`src/rtl/vol_pkg.sv`:
```
`timescale 1ns/1ps
package vol_pkg;
  localparam int NUM_CH = 2;
  localparam int CODE_W = 8;
  localparam int MANT_FRAC = 14;
  localparam int MANT_W = MANT_FRAC + 2;
  localparam int SHIFT_W = 5;
  localparam logic [CODE_W-1:0] UNITY_CODE = 8'hC0;
  localparam logic [CODE_W-1:0] TOP_CODE = 8'hEF;
  localparam logic [CODE_W-1:0] MUTE_CODE = 8'h00;
  localparam int SHIFT_BASE = MANT_FRAC + int'(UNITY_CODE >> 4);

  // Control to datapath: per-sample take strobe plus the gain settings in force for it
  typedef struct packed {
    logic take;
    logic [NUM_CH-1:0] ena;
    logic [NUM_CH-1:0][CODE_W-1:0] code;
  } volCmd_t;
endpackage

```
`src/rtl/vol_gain_decode.sv`:
```
`timescale 1ns/1ps
module vol_gain_decode
  import vol_pkg::*;
(
  input  logic [CODE_W-1:0]  code,
  output logic               isMute,
  output logic [MANT_W-1:0]  mant,
  output logic [SHIFT_W-1:0] shift
);
  logic [CODE_W-1:0] clamped;
  logic [3:0] octave;
  logic [3:0] step;

  always_comb begin
    clamped = (code > TOP_CODE) ? TOP_CODE : code;
    octave  = clamped[7:4];
    step    = clamped[3:0];
    isMute  = (code == MUTE_CODE);
    shift   = SHIFT_W'(SHIFT_BASE - int'(octave));
  end

  // 2^(step/16) in fixed point with MANT_FRAC fraction bits, rounded to nearest
  always_comb begin
    unique case (step)
      4'd0:  mant = MANT_W'(16384);
      4'd1:  mant = MANT_W'(17109);
      4'd2:  mant = MANT_W'(17867);
      4'd3:  mant = MANT_W'(18658);
      4'd4:  mant = MANT_W'(19484);
      4'd5:  mant = MANT_W'(20347);
      4'd6:  mant = MANT_W'(21247);
      4'd7:  mant = MANT_W'(22188);
      4'd8:  mant = MANT_W'(23170);
      4'd9:  mant = MANT_W'(24196);
      4'd10: mant = MANT_W'(25268);
      4'd11: mant = MANT_W'(26386);
      4'd12: mant = MANT_W'(27554);
      4'd13: mant = MANT_W'(28774);
      4'd14: mant = MANT_W'(30048);
      default: mant = MANT_W'(31379);
    endcase
  end
endmodule

```
`src/rtl/vol_ctrl.sv`:
```
`timescale 1ns/1ps
module vol_ctrl
  import vol_pkg::*;
(
  input  logic                           clk,
  input  logic                           rstN,
  input  logic [NUM_CH-1:0]              wrStb,
  input  logic [NUM_CH-1:0]              wrEna,
  input  logic [NUM_CH-1:0]              wrUpd,
  input  logic [NUM_CH-1:0][CODE_W-1:0]  wrCode,
  input  logic                           sampleStb,
  output volCmd_t                        cmd,
  output logic [NUM_CH-1:0][CODE_W-1:0]  activeCode,
  output logic                           pending
);
  logic [NUM_CH-1:0][CODE_W-1:0] stagedCode;
  logic [NUM_CH-1:0] enaQ;
  logic updReq;
  logic commit;

  always_comb begin
    updReq = |(wrStb & wrUpd);
    commit = sampleStb & pending;
  end

  for (genvar ch = 0; ch < NUM_CH; ch++) begin : g_chan
    always_ff @(posedge clk) begin
      if (!rstN) begin
        stagedCode[ch] <= UNITY_CODE;
        enaQ[ch]       <= 1'b0;
        activeCode[ch] <= UNITY_CODE;
      end else begin
        if (wrStb[ch]) begin
          stagedCode[ch] <= wrCode[ch];
          enaQ[ch]       <= wrEna[ch];
        end
        if (commit) activeCode[ch] <= stagedCode[ch];
      end
    end
  end

  // Update request waits for the next sample, then clears itself
  always_ff @(posedge clk) begin
    if (!rstN) pending <= 1'b0;
    else       pending <= updReq | (pending & ~sampleStb);
  end

  always_comb begin
    cmd.take = sampleStb;
    cmd.ena  = enaQ;
    for (int ch = 0; ch < NUM_CH; ch++) begin
      cmd.code[ch] = pending ? stagedCode[ch] : activeCode[ch];
    end
  end
endmodule

```
`src/rtl/vol_datapath.sv`:
```
`timescale 1ns/1ps
module vol_datapath
  import vol_pkg::*;
#(
  parameter int SAMPLE_W = 16
) (
  input  logic                             clk,
  input  logic                             rstN,
  input  volCmd_t                          cmd,
  input  logic [NUM_CH-1:0][SAMPLE_W-1:0]  inSmp,
  output logic                             outValid,
  output logic [NUM_CH-1:0][SAMPLE_W-1:0]  outSmp
);
  localparam int PROD_W = SAMPLE_W + MANT_W + 1;
  localparam logic signed [PROD_W-1:0] SAT_HI =
    {{(PROD_W-SAMPLE_W+1){1'b0}}, {(SAMPLE_W-1){1'b1}}};
  localparam logic signed [PROD_W-1:0] SAT_LO =
    {{(PROD_W-SAMPLE_W+1){1'b1}}, {(SAMPLE_W-1){1'b0}}};

  logic stageValid;

  always_ff @(posedge clk) begin
    if (!rstN) begin
      stageValid <= 1'b0;
      outValid   <= 1'b0;
    end else begin
      stageValid <= cmd.take;
      outValid   <= stageValid;
    end
  end

  for (genvar ch = 0; ch < NUM_CH; ch++) begin : g_lane
    logic               decMute;
    logic [MANT_W-1:0]  decMant;
    logic [SHIFT_W-1:0] decShift;

    logic signed [SAMPLE_W-1:0] smpQ;
    logic [MANT_W-1:0]          mantQ;
    logic [SHIFT_W-1:0]         shiftQ;
    logic                       zeroQ;

    logic signed [PROD_W-1:0] smpExt;
    logic signed [PROD_W-1:0] mantExt;
    logic signed [PROD_W-1:0] prod;
    logic signed [PROD_W-1:0] bias;
    logic signed [PROD_W-1:0] sum;
    logic signed [PROD_W-1:0] scaled;
    logic [SAMPLE_W-1:0]      result;

    vol_gain_decode u_dec (
      .code  (cmd.code[ch]),
      .isMute(decMute),
      .mant  (decMant),
      .shift (decShift)
    );

    // Stage 1: capture the sample together with the gain it must use
    always_ff @(posedge clk) begin
      if (!rstN) begin
        smpQ   <= '0;
        mantQ  <= '0;
        shiftQ <= SHIFT_W'(SHIFT_BASE);
        zeroQ  <= 1'b1;
      end else if (cmd.take) begin
        smpQ   <= $signed(inSmp[ch]);
        mantQ  <= decMant;
        shiftQ <= decShift;
        zeroQ  <= decMute | ~cmd.ena[ch];
      end
    end

    // Stage 2 arithmetic: multiply, round half up, shift, saturate
    always_comb begin
      smpExt  = PROD_W'(smpQ);
      mantExt = PROD_W'(mantQ);
      prod    = smpExt * mantExt;
      bias    = PROD_W'(1) << (shiftQ - SHIFT_W'(1));
      sum     = prod + bias;
      scaled  = sum >>> shiftQ;
      if (zeroQ)                result = '0;
      else if (scaled > SAT_HI) result = SAT_HI[SAMPLE_W-1:0];
      else if (scaled < SAT_LO) result = SAT_LO[SAMPLE_W-1:0];
      else                      result = scaled[SAMPLE_W-1:0];
    end

    always_ff @(posedge clk) begin
      if (!rstN)           outSmp[ch] <= '0;
      else if (stageValid) outSmp[ch] <= result;
    end
  end
endmodule

```
`src/rtl/stereo_volume.sv`:
```
`timescale 1ns/1ps
module stereo_volume
  import vol_pkg::*;
#(
  parameter int SAMPLE_W = 16
) (
  input  logic                clk,
  input  logic                rstN,
  input  logic                leftWr,
  input  logic                leftWrEna,
  input  logic                leftWrUpd,
  input  logic [7:0]          leftWrCode,
  input  logic                rightWr,
  input  logic                rightWrEna,
  input  logic                rightWrUpd,
  input  logic [7:0]          rightWrCode,
  input  logic                inValid,
  input  logic [SAMPLE_W-1:0] inLeft,
  input  logic [SAMPLE_W-1:0] inRight,
  output logic                outValid,
  output logic [SAMPLE_W-1:0] outLeft,
  output logic [SAMPLE_W-1:0] outRight
);
  logic [NUM_CH-1:0] wrStb;
  logic [NUM_CH-1:0] wrEna;
  logic [NUM_CH-1:0] wrUpd;
  logic [NUM_CH-1:0][CODE_W-1:0] wrCode;
  logic [NUM_CH-1:0][SAMPLE_W-1:0] inSmp;
  logic [NUM_CH-1:0][SAMPLE_W-1:0] outSmp;
  logic [NUM_CH-1:0][CODE_W-1:0] activeCode;
  logic pending;
  volCmd_t cmd;

  always_comb begin
    wrStb  = {rightWr, leftWr};
    wrEna  = {rightWrEna, leftWrEna};
    wrUpd  = {rightWrUpd, leftWrUpd};
    wrCode = {rightWrCode, leftWrCode};
    inSmp  = {inRight, inLeft};
    outLeft  = outSmp[0];
    outRight = outSmp[1];
  end

  vol_ctrl u_ctrl (
    .clk       (clk),
    .rstN      (rstN),
    .wrStb     (wrStb),
    .wrEna     (wrEna),
    .wrUpd     (wrUpd),
    .wrCode    (wrCode),
    .sampleStb (inValid),
    .cmd       (cmd),
    .activeCode(activeCode),
    .pending   (pending)
  );

  vol_datapath #(.SAMPLE_W(SAMPLE_W)) u_dp (
    .clk     (clk),
    .rstN    (rstN),
    .cmd     (cmd),
    .inSmp   (inSmp),
    .outValid(outValid),
    .outSmp  (outSmp)
  );
endmodule

```
`config.mk`:
```
export PLATFORM = sky130hd
export DESIGN_NAME = stereo_volume
export DESIGN_NICKNAME = d
export VERILOG_FILES = /design/src/rtl/vol_pkg.sv /design/src/rtl/vol_gain_decode.sv /design/src/rtl/vol_ctrl.sv /design/src/rtl/vol_datapath.sv /design/src/rtl/stereo_volume.sv
export SDC_FILE = /design/constraint.sdc
export NUM_CORES = 2
export LEC_CHECK = 0
export ABC_AREA = 0
export BUFFER_PORTS_ARGS = -buffer_cell sky130_fd_sc_hd__buf_4
export CAP_MARGIN = 20
export CORE_MARGIN = 4
export CORE_UTILIZATION = 40
export CTS_CLUSTER_DIAMETER = 200
export DETAILED_ROUTE_END_ITERATION = 16
export GPL_ROUTABILITY_DRIVEN = 0
export PLACE_DENSITY = 0.55
export RECOVER_POWER = 50
export REMOVE_ABC_BUFFERS = 1
export SLEW_MARGIN = 30
export SYNTH_ARGS = -nofsm -noshare
export SYNTH_HDL_FRONTEND = slang
export SYNTH_SLANG_ARGS = --single-unit
```
`constraint.sdc`:
```
create_clock -name clk -period 17.3 [get_ports clk]
set_input_delay 4.325 -clock clk [delete_from_list [all_inputs] [get_ports clk]]
set_output_delay 4.325 -clock clk [all_outputs]
set_load 0.05 [all_outputs]
```
* Yosys cells after proc, flatten, opt, wreduce, memory -nomap -nowiden *
Memories as Yosys holds them, arrays and structs flattened. A register that Yosys moved wholly into a read port is not among the register bits.
Index checks and enable logic that the tools add are counted.

storage, ports and cells
  output and inout bits = 33
  bits in registers = 145
  logic and storage cells = 63
  input port bits = 57
  bits in latches = 0
  RAM bits = 0
  memories = 2
  ROM bits = 448

memory list
  memory           words  width  rd ports  clocked after Yosys merged registers in  wr ports  line                   text
  (no name shown)  16     14     1         1                                        0         vol_gain_decode.sv:24  unique case (step)
  (no name shown)  16     14     1         1                                        0         vol_gain_decode.sv:24

operators by class
  add/subtract/negate cells = 6
  bitwise gates (word level) = 9
  equality and inequality tests = 0
  reduce and logical (&&, ||, !) cells = 5
  shifts and indexed selects = 4
  $lt $le $gt $ge = 6
  multiply operators = 2
  mux-type cells = 10
  div/mod/pow operators = 0

operators with widths
  kind                                                  number
  two-way mux 16 bit                                    6
  adder 33 bit                                          2
  > comparator 33 x 16 -> 1 bit, second input constant  2
  < comparator 33 x 16 -> 1 bit, second input constant  2
  multiplier 16 x 17 -> 33 bit                          2
  << shifter 1 x 5 -> 33 bit, first input constant      2
  >>> shifter 33 x 5 -> 33 bit                          2
  two-way mux 8 bit                                     4
  > comparator 8 bit, second input constant             2
  logical NOT 8 bit                                     2
  subtractor 5 x 1 -> 5 bit, second input constant      2
  subtractor 5 x 4 -> 5 bit, first input constant       2
  inverter 1 bit                                        3
  bitwise OR 1 bit                                      3
  bitwise AND 1 bit                                     2
  bitwise AND 2 bit                                     1
  logical NOT 1 bit                                     2
  OR reduction 2 bit                                    1

* Longest topological paths before layout *
  depth in word-level cells = 8
  gate-level depth with buffers = 30
  mapped depth without buffers = 26

* Modules after synthesis *
From an unflattened synthesis, not the netlist that was laid out.

unflattened totals
  cells, all modules = 3692
  area, all modules = 31206.2 µm²

modules (own cells, without submodules)
  module                                   area an instance (µm²)  cells each  instances
  vol_datapath                             28327.2                 3345        1
  vol_ctrl                                 1544.0                  149         1
  vol_gain_decode at u_dp.g_lane[1].u_dec  685.7                   99          1
  vol_gain_decode at u_dp.g_lane[0].u_dec  649.4                   99          1

* Worst setup path after synthesis *
No wires, ideal clock.

  kind = reg2reg
  from = reg u_dp.g_lane[0].mantQ[5]
  to = reg u_dp.outSmp[10] in the netlist's numbering
  path slack = 9.974 ns
  required time = 17.173 ns
  setup time = 0.127 ns
  clock period less this slack = 7.326 ns
  cell stages (with the launch flop) = 27
  arrival time = 7.199 ns
  cell sequence = dfxtp_1 > clkbuf_1 > nand2_1 > fa_1 > inv_1 > fa_1 > inv_1 > fa_1 > fa_1 > fa_1 > inv_1 > fa_1 > ha_1 > buf_4 > a21oi_4 > o21ai_2 > nor2b_4 > or4_4 > or2_4 > xor2_2 > mux4_2 > o211a_1 > or3_1 > nor4b_2 > a21o_4 > buf_12 > o211ai_2

on the way
  longest elaborated chain between the ends = 7
  elaborated cells on any way between the ends = 8
  those cells by class = 1 x add/sub; 1 x mul; 2 x order compare; 1 x shift; 3 x mux

ends and longest elaborated chain
  element                         line                text
  start: declaration              vol_datapath.sv:38  logic [MANT_W-1:0] mantQ;
  multiplier 16 x 17 -> 33 bit *  vol_datapath.sv:76  prod = smpExt * mantExt;
  adder 33 bit *                  vol_datapath.sv:78  sum = prod + bias;
  >>> shifter 33 x 5 -> 33 bit *  vol_datapath.sv:79  scaled = sum >>> shiftQ;
  < comparator 33 x 16 -> 1 bit   vol_datapath.sv:82  else if (scaled < SAT_LO) result = SAT_LO[SAMPLE_W-1:0];
  two-way mux 16 bit              vol_datapath.sv:82
  two-way mux 16 bit *            vol_datapath.sv:81  else if (scaled > SAT_HI) result = SAT_HI[SAMPLE_W-1:0];
  two-way mux 16 bit *            vol_datapath.sv:80  if (zeroQ) result = '0;
  end signal: indexed assignment  vol_datapath.sv:88  else if (stageValid) outSmp[ch] <= result;
  end: declaration                vol_datapath.sv:12  output logic [NUM_CH-1:0][SAMPLE_W-1:0] outSmp

Mark *: on every way between the ends. The rest lies on a longest branch, timed or not.
A chain may end at the register's enable or synchronous reset.

==> flow_metrics.env <==
export IMPL_drtPass1Iterations=8
export IMPL_grt_met3_usage_pct=2.58
export IMPL_cts_sinks=142
export IMPL_setup_ws_ns=8.46
export IMPL_post_route_util_pct=42.6
export IMPL_via_per_inst=5.43
export IMPL_synthArstFlopShare_pct=0
export IMPL_vias=25200
export IMPL_grt_util_met2_pct=34.5
export IMPL_power_frac_comb_pct=47.9
export IMPL_placementRows=101
export IMPL_place_ws_ns=8.53
export IMPL_relSlewSlack_pct=-130
export IMPL_drt_drc_violations_left=0
export IMPL_drt_total_wl_mm=89.0
export IMPL_cts_resized=0
export IMPL_grt_ovfl_total=0
export IMPL_wl_per_cell_um=19.2
export IMPL_root_buffer="clkbuf_16"
export IMPL_grt_pass1_vias=25100
export IMPL_start_util_pct=40.3
export IMPL_dp_hpwl_mm=70.5
export IMPL_status="complete, but fails checks"
export IMPL_crit_path_start="rstN"
export IMPL_postCtsHoldBufs=0
export IMPL_postRouteAntennaNets=0
export IMPL_pwr_share_clk_pct=25.3
export IMPL_slew_violations=115
export IMPL_crit_required_ns=17.69
export IMPL_die_h_um=285
export IMPL_syn_inst=3676
export IMPL_holdWs_ns=0.469
export IMPL_cap_violations=2
export IMPL_fmax_mhz=113
export IMPL_min_period_over_period_pct=51.1
export IMPL_crit_fanout=73
export IMPL_cp_end_kind="flop"
export IMPL_clk_pin_slew_worst_paths_ns=0.06
export IMPL_reg2reg_depth=25
export IMPL_use_met1_pct=32.8
export IMPL_hp_class="flop to flop"
export IMPL_yosysUniqueCellTypes=103
export IMPL_diodes=0
export IMPL_whs_path_depth=2
export IMPL_fillers=7788
export IMPL_start_kind="input port"
export IMPL_post_cts_buffers=0
export IMPL_fin_crit_ns=8.84
export IMPL_coreArea_um2=75900
export IMPL_clk_latency_ns=0.48
export IMPL_antenna_found_initial=1
export IMPL_power_frac_seq_pct=26.8
export IMPL_worstReg2RegStart="u_dp.g_lane[0].shiftQ[0]$_SDFFE_PN0P_"
export IMPL_intPower_w=0.000799
export IMPL_setup_tns_ns=0
export IMPL_violations="capacitance limit, slew limit"
export IMPL_power_density_nw_per_um2=45.0
export IMPL_yosys_warnings=0
export IMPL_rsz0062_at_grt="no"
export IMPL_die_w_um=285
export IMPL_htree_levels=4
export IMPL_holdPathEnd="u_ctrl.activeCode[4]$_SDFFE_PN0P_"
export IMPL_critPathKind="input port to flop"
export IMPL_first_iter_violations=2116
export IMPL_ys_ff_latch=142
export IMPL_skew_ns=0.0223
export IMPL_grt_max_degree=74
export IMPL_cts_tree="yes"
export IMPL_nets=4336
export IMPL_layout_common_cells="inv_1 (503), nand2_1 (429), fa_1 (424), and2_1 (330), ha_1 (254)"
export IMPL_placedCellCount=4612
export IMPL_power_switching_w=0.000657
export IMPL_setup_viol=0
export IMPL_cts_inserted_buffers=17
export IMPL_drive_above_1_share_pct=6.06
export IMPL_busiest_layer="met2"
export IMPL_ioPinCount=90
export IMPL_synth_top_area_cell="fa_1"
export IMPL_r2r_end="u_dp.outSmp[3]$_SDFFE_PN0P_"
export IMPL_min_from="u_ctrl.activeCode[4]$_SDFFE_PN0P_"
export IMPL_avgSynthCellArea_um2=8.33
export IMPL_synthTopCellsByArea="fa_1 (28%), ha_1 (10%), dfxtp_1 (9.3%)"
export IMPL_hold_viol_final=0
export IMPL_grt_usage_pct=22.1
export IMPL_area_delta_synth_final_pct=5.65
export IMPL_io_buffers=89
export IMPL_grt_pass1_wl_mm=144
export IMPL_synth_top_area_share_pct=27.7
export IMPL_synth_edf_count=0
export IMPL_worst_pin_slew_ns=3.45
export IMPL_fin_cells=4642
export IMPL_reg2reg_slack_ns=8.51
export IMPL_synth_area_um2=30600
export IMPL_dieArea_um2=81000
export IMPL_final_common_cell="inv_1"
export IMPL_multiInputGateArea_um2=25000
export IMPL_cp_arrival_ns=9.23
export IMPL_ir_drop_v=0.0000760
export IMPL_p_leak_nw=14.6
export IMPL_yosysSeqAreaShare_pct=9.29
export IMPL_seq_area_um2=2840
export IMPL_netSwitchingFraction_pct=45.1
export IMPL_cts_path_max_buffers=2
export IMPL_ys_flop_type="dfxtp_1"
how the worst max path moves through the flow:
stage | to | slack (ns) | cells after the start
after global placement | u_dp.outSmp[1]$_SDFFE_PN0P_ | 8.63 | 25
after CTS | u_dp.outSmp[3]$_SDFFE_PN0P_ | 8.49 | 25
final | u_dp.outSmp[30]$_SDFFE_PN0P_ | 8.46 | 6
after global routing | u_dp.outSmp[30]$_SDFFE_PN0P_ | 7.90 | 6
after detailed placement | u_dp.outSmp[2]$_SDFFE_PN0P_ | 8.53 | 25
after floorplan | u_dp.outSmp[0]$_SDFFE_PN0P_ | 9.19 | 23
state kept, by name, indices dropped and copies added, names as in the netlist:
register,flops
u_dp.g_lane.smpQ,32
u_dp.outSmp,32
u_dp.g_lane.mantQ,29
u_ctrl.activeCode,16
u_ctrl.stagedCode,16
u_dp.g_lane.shiftQ,10
u_ctrl.cmd,2
u_dp.g_lane.zeroQ,2
u_ctrl.pending,1
u_dp.outValid,1
u_dp.stageValid,1
power groups by stage:
stage               clock [W]  combinational [W]  sequential [W]
floorplan                   0           0.000471        0.000386
global placement            0           0.000690        0.000397
detailed placement          0           0.000687        0.000397
CTS                  0.000383           0.000695        0.000390
global route         0.000393           0.000770        0.000394
finish               0.000369           0.000697        0.000390
synth_stat cells (17+ instances only):
library cell and instances:
buf_2 17, o21ai_0 91, and2_1 330, a31oi_1 23, xor2_1 24, nor3_1 47, inv_1 503, ha_1 254
buf_1 24, a21o_1 29, and3_1 20, a21boi_0 24, a211oi_1 55, nand2b_1 18, mux2_2 26, nand3_1 52
xnor2_1 29, nand2_1 429, mux2i_1 128, nor2_1 180, nand4_1 25, nor2b_1 98, o211ai_2 21, a22oi_1 17
o21a_1 25, o211ai_1 37, dfxtp_1 142, o21ai_1 17, fa_1 424, clkbuf_1 162, a21oi_1 142
worst max-delay path: stages:
cell and delay [ns]:
clkbuf_1 1.25, clkbuf_1 2.51, nor2b_2 0.50, buf_4 0.34, nand2_1 0.09, a31oi_1 0.16
through the flow:
stage                     cell area, um2  total power (W)
after CTS                          32500          0.00147
final                              32300          0.00146
after global placement             31900          0.00109
after global routing               32300          0.00156
after detailed placement           31900          0.00108
after floorplan                    29700         0.000857
layer usage:
layer	vias up	part of all wire [%]
met5	-	0.0079
met4	2	1.6
met3	88	5.1
met2	779	45
met1	12400	48
li1	12000	-
final cells by class:
| type | instances | area share [%] |
|---|---|---|
| inverter | 506 | 5.87 |
| multi-input combinational | 2816 | 77.3 |
| timing repair buffer | 118 | 2.33 |
| clock buffer | 18 | 1.33 |
| sequential | 142 | 8.80 |
| tap | 1030 | 3.99 |
| clock inverter | 12 | 0.356 |
cell families after synthesis:
logic type                 synth area share (%)
buffers and inverters                      9.08
muxes                                      5.95
and+or+nand+nor                            20.5
xor gates and xnor gates                   1.68
adders and majority gates                  38.1
AOI/OAI and AO/OA                          15.4
DFF                                        9.29
Power figures use the tool's default switching activity.
